### src/rtl/dir_pkg.sv
package dir_pkg;
   typedef enum logic [2:0] {
      MSG_RDMISS = 3'd0,
      MSG_WRMISS = 3'd1,
      MSG_WBACK  = 3'd2,
      MSG_FWD_RD = 3'd3,
      MSG_FWD_WR = 3'd4,
      MSG_INV    = 3'd5,
      MSG_ACK    = 3'd6,
      MSG_DATA   = 3'd7
   } msg_e;

   typedef enum logic [2:0] {
      ST_IDLE = 3'd0,
      ST_FWD  = 3'd1,
      ST_OWN  = 3'd2,
      ST_INV  = 3'd3,
      ST_ACK  = 3'd4,
      ST_DATA = 3'd5
   } st_e;
endpackage

### src/rtl/dir_bit_scan.sv
module dir_bit_scan #(
   parameter int N = 4,
   localparam int IW = (N > 1) ? $clog2(N) : 1,
   localparam int CW = $clog2(N + 1)
) (
   input  logic [N-1:0]  vec,
   output logic [IW-1:0] low_idx,
   output logic [CW-1:0] ones
);
   always_comb begin
      low_idx = '0;
      ones    = '0;
      for (int k = N - 1; k >= 0; k--) begin
         if (vec[k]) low_idx = IW'(k);
      end
      for (int k = 0; k < N; k++) begin
         ones = ones + CW'(vec[k]);
      end
   end
endmodule

### src/rtl/dir_entry_store.sv
module dir_entry_store #(
   parameter int NPROC = 4,
   parameter int NBLK  = 16,
   parameter int DW    = 32,
   localparam int BW = $clog2(NBLK)
) (
   input  logic             clk,
   input  logic             rst_n,
   input  logic [BW-1:0]    addr,
   output logic [NPROC-1:0] pres_o,
   output logic             dirty_o,
   output logic [DW-1:0]    data_o,
   input  logic             dir_we,
   input  logic [NPROC-1:0] pres_i,
   input  logic             dirty_i,
   input  logic             mem_we,
   input  logic [DW-1:0]    data_i
);
   logic [NPROC-1:0] pres_a  [NBLK];
   logic             dirty_a [NBLK];
   logic [DW-1:0]    data_a  [NBLK];

   for (genvar b = 0; b < NBLK; b++) begin : g_ent
      always_ff @(posedge clk or negedge rst_n) begin
         if (!rst_n) begin
            pres_a[b]  <= '0;
            dirty_a[b] <= 1'b0;
            data_a[b]  <= '0;
         end else if (addr == BW'(b)) begin
            if (dir_we) begin
               pres_a[b]  <= pres_i;
               dirty_a[b] <= dirty_i;
            end
            if (mem_we) data_a[b] <= data_i;
         end
      end
   end

   assign pres_o  = pres_a[addr];
   assign dirty_o = dirty_a[addr];
   assign data_o  = data_a[addr];
endmodule

### src/rtl/dir_home_ctrl.sv
module dir_home_ctrl
   import dir_pkg::*;
#(
   parameter int NPROC = 4,
   parameter int NBLK  = 16,
   parameter int DW    = 32,
   localparam int IW = $clog2(NPROC),
   localparam int BW = $clog2(NBLK),
   localparam int CW = $clog2(NPROC + 1)
) (
   input  logic          clk,
   input  logic          rst_n,
   input  logic          req_valid,
   output logic          req_ready,
   input  logic [2:0]    req_type,
   input  logic [IW-1:0] req_src,
   input  logic [BW-1:0] req_blk,
   input  logic [DW-1:0] req_data,
   input  logic          rsp_valid,
   output logic          rsp_ready,
   input  logic [2:0]    rsp_type,
   input  logic [IW-1:0] rsp_src,
   input  logic [DW-1:0] rsp_data,
   output logic          out_valid,
   input  logic          out_ready,
   output logic [2:0]    out_type,
   output logic [IW-1:0] out_dst,
   output logic [BW-1:0] out_blk,
   output logic [DW-1:0] out_data
);
   if (NPROC < 2) begin : g_bad_nproc
      $error("dir_home_ctrl: NPROC must be at least 2");
   end
   if (NBLK < 2) begin : g_bad_nblk
      $error("dir_home_ctrl: NBLK must be at least 2");
   end

   st_e              st_q, st_n;
   logic [IW-1:0]    src_q, src_n, own_q, own_n;
   logic [BW-1:0]    blk_q, blk_n;
   logic             wr_q, wr_n;
   logic [DW-1:0]    dat_q, dat_n;
   logic [NPROC-1:0] tgt_q, tgt_n;
   logic [CW-1:0]    ack_cnt_q, ack_cnt_n;

   logic [BW-1:0]    addr;
   logic [NPROC-1:0] rd_pres, pres_wr;
   logic             rd_dirty, dirty_wr, dir_we, mem_we;
   logic [DW-1:0]    rd_data, mem_wd;
   logic [IW-1:0]    own_idx, inv_idx;
   logic [CW-1:0]    sharer_cnt, left_cnt, other_cnt;
   logic [NPROC-1:0] req_oh, src_oh;
   logic             take_req, take_rsp, out_fire;

   assign addr = (st_q == ST_IDLE) ? req_blk : blk_q;

   dir_entry_store #(.NPROC(NPROC), .NBLK(NBLK), .DW(DW)) u_store (
      .clk(clk), .rst_n(rst_n), .addr(addr),
      .pres_o(rd_pres), .dirty_o(rd_dirty), .data_o(rd_data),
      .dir_we(dir_we), .pres_i(pres_wr), .dirty_i(dirty_wr),
      .mem_we(mem_we), .data_i(mem_wd)
   );

   dir_bit_scan #(.N(NPROC)) u_scan_entry (
      .vec(rd_pres), .low_idx(own_idx), .ones(sharer_cnt)
   );

   dir_bit_scan #(.N(NPROC)) u_scan_left (
      .vec(tgt_q), .low_idx(inv_idx), .ones(left_cnt)
   );

   assign req_oh    = NPROC'(1) << req_src;
   assign src_oh    = NPROC'(1) << src_q;
   assign other_cnt = sharer_cnt - CW'(rd_pres[req_src]);

   assign req_ready = (st_q == ST_IDLE);
   assign rsp_ready = (st_q == ST_OWN) || (st_q == ST_INV) || (st_q == ST_ACK);
   assign out_valid = (st_q == ST_FWD) || (st_q == ST_INV) || (st_q == ST_DATA);
   assign take_req  = req_valid && req_ready;
   assign take_rsp  = rsp_valid && rsp_ready;
   assign out_fire  = out_valid && out_ready;

   always_comb begin
      case (st_q)
         ST_FWD:  out_type = wr_q ? MSG_FWD_WR : MSG_FWD_RD;
         ST_INV:  out_type = MSG_INV;
         default: out_type = MSG_DATA;
      endcase
      case (st_q)
         ST_FWD:  out_dst = own_q;
         ST_INV:  out_dst = inv_idx;
         default: out_dst = src_q;
      endcase
   end
   assign out_blk  = blk_q;
   assign out_data = dat_q;

   always_comb begin
      st_n = st_q; src_n = src_q; own_n = own_q; blk_n = blk_q;
      wr_n = wr_q; dat_n = dat_q; tgt_n = tgt_q; ack_cnt_n = ack_cnt_q;
      dir_we = 1'b0; pres_wr = rd_pres; dirty_wr = rd_dirty;
      mem_we = 1'b0; mem_wd = rd_data;
      case (st_q)
         ST_IDLE: if (take_req) begin
            src_n = req_src;
            blk_n = req_blk;
            wr_n  = (req_type == MSG_WRMISS);
            if (req_type == MSG_WBACK) begin
               mem_we = 1'b1; mem_wd = req_data;
               dir_we = 1'b1; pres_wr = rd_pres & ~req_oh; dirty_wr = 1'b0;
            end else if (req_type == MSG_RDMISS || req_type == MSG_WRMISS) begin
               if (rd_dirty) begin
                  own_n = own_idx;
                  st_n  = ST_FWD;
               end else if (req_type == MSG_RDMISS) begin
                  dir_we = 1'b1; pres_wr = rd_pres | req_oh; dirty_wr = 1'b0;
                  dat_n = rd_data;
                  st_n  = ST_DATA;
               end else if (other_cnt == '0) begin
                  dir_we = 1'b1; pres_wr = req_oh; dirty_wr = 1'b1;
                  dat_n = rd_data;
                  st_n  = ST_DATA;
               end else begin
                  tgt_n     = rd_pres & ~req_oh;
                  ack_cnt_n = other_cnt;
                  st_n      = ST_INV;
               end
            end
         end
         ST_FWD: if (out_fire) st_n = ST_OWN;
         ST_OWN: if (take_rsp && rsp_type == MSG_DATA && rsp_src == own_q) begin
            dat_n  = rsp_data;
            dir_we = 1'b1;
            if (wr_q) begin
               pres_wr = src_oh; dirty_wr = 1'b1;
            end else begin
               mem_we = 1'b1; mem_wd = rsp_data;
               pres_wr = rd_pres | src_oh; dirty_wr = 1'b0;
            end
            st_n = ST_DATA;
         end
         ST_INV: if (out_fire) begin
            tgt_n = tgt_q & ~(NPROC'(1) << inv_idx);
            if (tgt_n == '0) st_n = ST_ACK;
         end
         ST_ACK: if (ack_cnt_q == '0) begin
            dir_we = 1'b1; pres_wr = src_oh; dirty_wr = 1'b1;
            dat_n = rd_data;
            st_n  = ST_DATA;
         end
         ST_DATA: if (out_fire) st_n = ST_IDLE;
         default: st_n = ST_IDLE;
      endcase
      if (take_rsp && rsp_type == MSG_ACK && (st_q == ST_INV || st_q == ST_ACK)
          && ack_cnt_q != '0)
         ack_cnt_n = ack_cnt_q - CW'(1);
   end

   always_ff @(posedge clk or negedge rst_n) begin
      if (!rst_n) begin
         st_q <= ST_IDLE; src_q <= '0; own_q <= '0; blk_q <= '0;
         wr_q <= 1'b0; dat_q <= '0; tgt_q <= '0; ack_cnt_q <= '0;
      end else begin
         st_q <= st_n; src_q <= src_n; own_q <= own_n; blk_q <= blk_n;
         wr_q <= wr_n; dat_q <= dat_n; tgt_q <= tgt_n; ack_cnt_q <= ack_cnt_n;
      end
   end

   AST_REQ_BLOCKED: assert property (@(posedge clk) disable iff (!rst_n)
      (take_req && (req_type == MSG_RDMISS || req_type == MSG_WRMISS)) |=> !req_ready);
   AST_ACK_NO_UNDERFLOW: assert property (@(posedge clk) disable iff (!rst_n)
      (take_rsp && rsp_type == MSG_ACK && (st_q == ST_INV || st_q == ST_ACK)) |-> ack_cnt_q != '0);
   AST_ACK_COVERS_LEFT: assert property (@(posedge clk) disable iff (!rst_n)
      (st_q == ST_INV) |-> ack_cnt_q >= left_cnt);
   AST_OUT_STABLE: assert property (@(posedge clk) disable iff (!rst_n)
      (out_valid && !out_ready) |=> out_valid && $stable(out_type) && $stable(out_dst)
                                    && $stable(out_blk) && $stable(out_data));
   AST_INV_SKIPS_REQ: assert property (@(posedge clk) disable iff (!rst_n)
      (out_valid && out_type == MSG_INV) |-> out_dst != src_q);
   AST_SINGLE_OWNER: assert property (@(posedge clk) disable iff (!rst_n)
      rd_dirty |-> sharer_cnt == CW'(1));
endmodule

### config.mk
export PLATFORM = sky130hd
export DESIGN_NAME = dir_home_ctrl
export DESIGN_NICKNAME = d
export VERILOG_FILES = /design/src/rtl/dir_pkg.sv /design/src/rtl/dir_bit_scan.sv /design/src/rtl/dir_entry_store.sv /design/src/rtl/dir_home_ctrl.sv
export SDC_FILE = /design/constraint.sdc
export NUM_CORES = 1
export LEC_CHECK = 0
export BUFFER_PORTS_ARGS = -buffer_cell sky130_fd_sc_hd__buf_2
export CAP_MARGIN = 20
export CORE_MARGIN = 10
export CORE_UTILIZATION = 45
export CTS_CLUSTER_SIZE = 40
export DETAILED_ROUTE_END_ITERATION = 12
export HOLD_SLACK_MARGIN = 0.12
export PLACE_DENSITY = 0.72
export SLEW_MARGIN = 20
export SYNTH_ARGS = -nofsm -noshare
export SYNTH_HDL_FRONTEND = slang
export SYNTH_SLANG_ARGS = --single-unit
### constraint.sdc
create_clock -name clk -period 10.05 [get_ports clk]
set_input_delay 0.5025 -clock clk [delete_from_list [all_inputs] [get_ports clk]]
set_output_delay 0.5025 -clock clk [all_outputs]
set_load 0.1 [all_outputs]
* Yosys cells after proc, flatten, opt, wreduce, memory -nomap -nowiden
Cells that the tools add are included.
** Cells by class
- Multiplexer cells :: 99
- Add/subtract/negate cells :: 5
- Equal/unequal tests :: 42
- Reduce and logical (&&, ||, !) cells :: 64
- Bitwise gates (word level) :: 8
- Shift-type cells :: 3
- $lt $le $gt $ge :: 2
** Operators with widths (number)
- $mux W32 :: 14
- $bmux W32 S4 :: 1
- $pmux W32 S3 :: 1
- $mux W4 :: 19
- $reduce_and A2 Y1 :: 33
- $pmux W32 S2 :: 1
- $mux W3 :: 21
- $eq A4 B4 Y1 const B :: 8
- $mux W1 :: 23
- $ne A2 B1 Y1 const B :: 9
- $pmux W3 S6 :: 1
- $bmux W4 S4 :: 1
- $eq A4 B3 Y1 const B :: 4
- $mux W2 :: 8
- $reduce_and A8 Y1 :: 2
- $ne A2 B2 Y1 const B :: 7
- $eq A3 B3 Y1 const B :: 4
- $logic_not A3 Y1 :: 4
- $pmux W4 S3 :: 1
- $shl A1 B2 Y4 const A :: 3
- $eq A3 B2 Y1 const B :: 3
- $reduce_and A9 Y1 :: 1
- $and A4 B4 Y4 :: 2
- $eq A4 B2 Y1 const B :: 2
- 28 further kinds :: 50
** Word-level totals
- Input port bits :: 83
- Bits in registers :: 643
- Output and inout port bits :: 44

* Depth between registers and ports, before layout
- Depth in word-level cells :: 19
- Mapped depth :: 25

* Hierarchy
From an unflattened synthesis, not the netlist that was laid out.
** Second synthesis, totals
- Cell total of the unflattened synthesis :: 2096
- Area, all modules :: 30583.1 um^2
** By module, submodules not included
- dir_entry_store :: seq. area each 14814.2 um^2, cells an instance 1632, area each 26603.0 um^2, times used 1
- dir_home_ctrl :: seq. area each 1276.2 um^2, cells an instance 440, area each 3804.9 um^2, times used 1
- dir_bit_scan :: seq. area each 0.0 um^2, cells an instance 12, area each 87.6 um^2, times used 2

* Worst setup path before layout
No wires, ideal clock.
- Path type :: reg2reg
- From :: reg blk_q[0], in the netlist out_blk[0]
- To :: reg u_store.pres_a[11] (netlist bit)
- Arrival :: 5.533 ns
- Slack :: 4.392 ns
- Path buffers :: 3
- Stages on the path, launching flop included :: 20
- Data required time :: 9.925 ns
- Cell sequence :: dfrtp_1 buf_2 buf_2 mux4_2 mux2i_1 a211oi_4 nand2_1 o211a_1 a221oi_1 ha_1 inv_1 fa_1 fa_1 xnor2_1 or3_1 or2_2 o311ai_2 a31oi_4 buf_6 mux2_2
** On the way
- Longest elaborated chain between the ends :: 18
- Elaborated cells between the ends (all ways) :: 37
** Ends and longest elaborated chain
- start: declaration :: RTL line dir_home_ctrl.sv:40 : logic [BW-1:0] blk_q, blk_n;
- start signal: assignment :: RTL line dir_home_ctrl.sv:164 : st_q <= st_n; src_q <= src_n; own_q <= own_n; blk_q <= blk_n;
- $mux W4 (*) :: RTL line dir_home_ctrl.sv:55 : assign addr = (st_q == ST_IDLE) ? req_blk : blk_q;
- $not A4 Y5 (not written as such) :: RTL line dir_entry_store.sv:39, dir_entry_store.sv:40
- $bmux W4 S4 :: RTL line dir_entry_store.sv:39 : assign pres_o = pres_a[addr];
- $mux W4 (not written as such) (2 in series) :: RTL line dir_entry_store.sv:39
- $add A1 B1 Y2 :: RTL line dir_bit_scan.sv:17 : ones = ones + CW'(vec[k]);
- $add A3 B1 Y3 (2 in series) :: RTL line dir_bit_scan.sv:17
- $sub A3 B1 Y3 :: RTL line dir_home_ctrl.sv:74 : assign other_cnt = sharer_cnt - CW'(rd_pres[req_src]);
- $logic_not A3 Y1 :: RTL line dir_home_ctrl.sv:119 : end else if (other_cnt == '0) begin
- $mux W1 :: RTL line dir_home_ctrl.sv:119
- $mux W1 :: RTL line dir_home_ctrl.sv:115 : end else if (req_type == MSG_RDMISS) begin
- $mux W1 :: RTL line dir_home_ctrl.sv:112 : if (rd_dirty) begin
- $mux W1 :: RTL line dir_home_ctrl.sv:111 : end else if (req_type == MSG_RDMISS || req_type == MSG_WRMISS) begin
- $mux W1 :: RTL line dir_home_ctrl.sv:108 : if (req_type == MSG_WBACK) begin
- $mux W1 :: RTL line dir_home_ctrl.sv:104 : ST_IDLE: if (take_req) begin
- $pmux W1 S3 :: RTL line dir_home_ctrl.sv:103 : case (st_q)
- $reduce_and A2 Y1 (no line)
- end signal: indexed assignment :: RTL line dir_entry_store.sv:31 : pres_a[b] <= pres_i;
- end: declaration :: RTL line dir_entry_store.sv:19 : logic [NPROC-1:0] pres_a [NBLK];
Every way passes the cells marked *; elsewhere a longest branch is shown, timed or not. The select of a mux whose other input is x is not followed.
A chain may end at the register's enable or synchronous reset.

* Final worst setup path
- From :: reg st_q[0]
- To :: reg u_store.pres_a[61] (netlist bit)
** On the way
- Longest elaborated chain between the ends :: 19
- Elaborated cells between the ends (all ways) :: 48
** Ends and longest elaborated chain
- start: declaration :: RTL line dir_home_ctrl.sv:38 : st_e st_q, st_n;
- start signal: assignment :: RTL line dir_home_ctrl.sv:164
- $logic_not A3 Y1 :: RTL line dir_home_ctrl.sv:55, dir_home_ctrl.sv:76, dir_home_ctrl.sv:103
- $mux W4 :: RTL line dir_home_ctrl.sv:55
- $not A4 Y5 (not written as such) :: RTL line dir_entry_store.sv:39, dir_entry_store.sv:40
- $bmux W4 S4 :: RTL line dir_entry_store.sv:39
- $mux W4 (not written as such) (2 in series) :: RTL line dir_entry_store.sv:39
- $add A1 B1 Y2 :: RTL line dir_bit_scan.sv:17
- $add A3 B1 Y3 (2 in series) :: RTL line dir_bit_scan.sv:17
- $sub A3 B1 Y3 :: RTL line dir_home_ctrl.sv:74
- $logic_not A3 Y1 :: RTL line dir_home_ctrl.sv:119
- $mux W1 :: RTL line dir_home_ctrl.sv:119
- $mux W1 :: RTL line dir_home_ctrl.sv:115
- $mux W1 :: RTL line dir_home_ctrl.sv:112
- $mux W1 :: RTL line dir_home_ctrl.sv:111
- $mux W1 :: RTL line dir_home_ctrl.sv:108
- $mux W1 :: RTL line dir_home_ctrl.sv:104
- $pmux W1 S3 :: RTL line dir_home_ctrl.sv:103
- $reduce_and A2 Y1 (no line)
Parallel ways exist; a longest one is shown, timed or not. The select of a mux whose other input is x is not followed.

==> key figures <==
Timing
  • Setup_tns: 0 ps
  • Final worst-path cycle share: 76.5%
  • Slew @ Worst Pin: 1130 ps
  • RSZ-0062 raised after global routing: no
  • Max transition margin: 24.5%
  • Final Hold Fails: 0
  • Clock Skew: 32.6 ps
  • WHS: 232 ps
  • Max-slew violations: 0
  • Worst Slack Setup Final: 2360 ps
  • Fmax: 130 MHz
  • Setup violators final: 0
  • Final min period: 7690 ps

Logic synthesis
  • Number of synthesized flops with an enable pin: 0
  • Synth top area share: 50.6%
  • Share of flip-flops with an asynchronous set or reset: 100%
  • Yosys top cell by area: dfrtp_1
  • Synth area leaders: dfrtp_1 (51%), a31oi_1 (10%), nor2_1 (6.3%)
  • Count of different cell masters after synthesis: 77
  • Post-Syn Nets: 3,450
  • Flops & latches, synth: 643
  • Avg Cell Area, Syn: 9.46 µm²
  • Cell Area, Synth: 31,800 µm²
  • Main synth FF type: dfrtp_1
  • Gate Count Post-Synth: 3,361
  • Synth warn: 0
  • Sequential fraction of the synthesis area: 50.6%

Placement
  • DPL Wire Length: 52,000 µm
  • Pre-CTS setup slack: 2490 ps
  • Port buffer count: 126
  • DP Cell Count: 4,145
  • RePlAce Congestion: 0.893

Route
  • DR iter-0 viols: 3,550
  • Drt drc: 0
  • Post-Route WL: 95,100 µm
  • Routed len/inst: 22.3 µm
  • Detailed-route vias per instance: 6.23
  • Vias: 26,600
  • ANT nets after route: 0
  • Pre-antenna DRT Iters: 8

Hold path
  • HP Class: primary input to flop

Critical path
  • CP Data Required Time: 10,540 ps
  • Cell Chain, Critical Path: or3_1, mux2i_4, buf_4, a31oi_1, a311oi_2, o211a_1, a221oi_1, ha_1, inv_1, fa_1, fa_1, xnor2_1, or3_1, a21oi_1, nand3_1, nand3_1, nand4_1, mux2_2
  • Setup crit end kind: flop
  • Crit Path Max Fanout: 71
  • Flop2flop setup slack: 2360 ps
  • Crit path DAT: 8190 ps
  • Slowest-stage cell, CP: buf_4
  • Worst Setup Start Kind: flop
  • Critical Path Max Stage Delay: 810 ps
  • WS Path Type: flop to flop

Layout
  • Most frequent cells in the layout: dfrtp_1 (643), nor2_1 (535), a31oi_1 (525)
  • Commonest non-fill, non-tap cell in the layout: dfrtp_1
  • FF/Latch Area: 16,100 µm²
  • Non-Filler Instances: 4,263
  • Area delta synth->final: 8.64%
  • Multi-input gate area: 14,100 µm²
  • Layout cells sized above 1: 15.1%
  • Final core occ: 49.3%
  • Nets@finish: 3,363
  • Filler cell count: 6,454

CTS
  • Clk pin slew, worst setup/hold paths: 60 ps
  • H-Tree Depth: 3
  • CTS root buf: clkbuf_16
  • Post CTS Setup Buffer Count: 0
  • Post_cts resized: 0
  • CTS tree: done
  • CTS Buffer Depth: 3
  • Sinks on Clock Net: 643
  • Clk_lat worst skew: 620 ps
  • CTS Buf Count: 66
  • Hold Buf Count CTS: 1

Floorplan
  • Row cnt: 97
  • Ports: 127
  • Die Y: 286 µm
  • Core footprint: 70,000 µm²
  • Die X: 286 µm
  • Starting Density: 45.4%
  • Die area: 81,700 µm²

Global route
  • Largest net degree at the start of global routing: 162
  • Tot GR Track Use: 22.4%
  • First-pass GRT wire length: 147,000 µm
  • Remaining Overflow, GRT: 0
  • Vias in the first global route: 25,000
  • Initial antenna violation count: 2

Power and ir drop
  • Worst vdd ir: 0.297 mV
  • Leak Pwr: 14.9 nW
  • Pwr dens: 373 nW/µm²

Job
  • Max_cap viols: 0

Outcome
  • Run status: complete, no violations
-- critical path, delay by kind of cell (launching register included) --
kind,cells,cell delay [ps]
AND/OR/NAND/NOR,5,2120
buffers and inverters,2,860
AO/OA/AOI/OAI,5,1420
flip-flops,1,800
multiplexers,2,1020
adder cells (fa/ha/maj),3,1170
XOR/XNOR,1,150
-- report_power, final --
part / internal (mW) / switching, mW / total (mW)
clock network: 1.47 / 1.04 / 2.52
registers: 3.44 / 0.556 / 4.00
logic: 1.96 / 4.42 / 6.38
-- path summary, 6_finish.rpt --
check	start	cells past startpoint	to
setup / recovery	st_q[0]	18	u_store.pres_a[61]
hold / removal	rsp_data[15]	4	out_data[15]
setup reg to reg	st_q[0]	18	u_store.pres_a[61]
hold reg to reg	out_data[2]	1	out_data[2]
max in group asynchronous	rst_n	4	out_data[6]
min in group asynchronous	rst_n	2	u_store.data_a[307]
-- registers in the layout, summed over array words and instances (netlist names) --
| signal | cells |
|---|---|
| own_q | 2 |
| u_store.dirty_a | 16 |
| ack_cnt_q | 3 |
| tgt_q | 4 |
| u_store.pres_a | 64 |
| out_data | 32 |
| out_blk | 4 |
| src_q | 2 |
| wr_q | 1 |
| st_q | 3 |
| u_store.data_a | 512 |
-- synth_stat cells, types with 5 or more instances --
library cell,count
and2_1,8
buf_4,39
a31oi_1,525
buf_6,16
clkbuf_1,97
o22ai_2,10
a221oi_1,65
and3_1,15
o21ai_0,17
mux2i_1,22
a211oi_1,14
mux4_2,8
nor2b_1,8
a21oi_4,10
or3_1,5
nor2_4,15
inv_1,12
buf_2,164
a22oi_1,66
dfrtp_1,643
o21ai_1,25
o211ai_1,6
nor3_1,8
a21oi_2,22
a21oi_1,336
o31ai_1,7
nand2_1,376
o22ai_1,26
o21ai_2,7
nor2_1,536
nand3_1,26
mux2_2,122
mux2_1,27
-- logic make-up (layout without fill, tap and decap cells) --
family	Yosys count	in the layout	share of synthesized area [%]
AOI/OAI and AO/OA	1172	1172	23.7
xor gates and xnor gates	3	3	0.0826
adders and majority gates	7	7	0.315
buffers and inverters	333	294	5.41
DFF	643	643	50.6
muxes	182	182	6.72
other	0	1	0
and+or+nand+nor	1021	1021	13.1
-- through the flow --
step | area (µm²) | total power [mW]
floorplan | 31800 | 8.95
global placement | 32300 | 10.2
detailed placement | 32300 | 10.3
CTS | 34600 | 12.8
global route | 34600 | 13.7
finish | 34600 | 12.9
-- layout make-up --
type / count / area share, %
Sequential cell: 643 / 46.6
Clock buffer: 93 / 5.60
Multi-Input combinational cell: 2385 / 40.7
Inverter: 13 / 0.141
Antenna cell: 1 / 0.00724
Tap cell: 940 / 3.40
Clock inverter: 23 / 0.760
Timing Repair Buffer: 165 / 2.83
-- per-layer routing --
layer	wire (µm)	GRT usage [%]	part of all wire, %	vias up
met4	3420	9.09	3.6	2
met1	40300	30.8	42	13100
met2	42600	34.0	45	1266
li1	-	-	-	12000
met5	16	0	0.017	-
met3	8850	4.71	9.3	212
(Power assumes the default switching activity.)
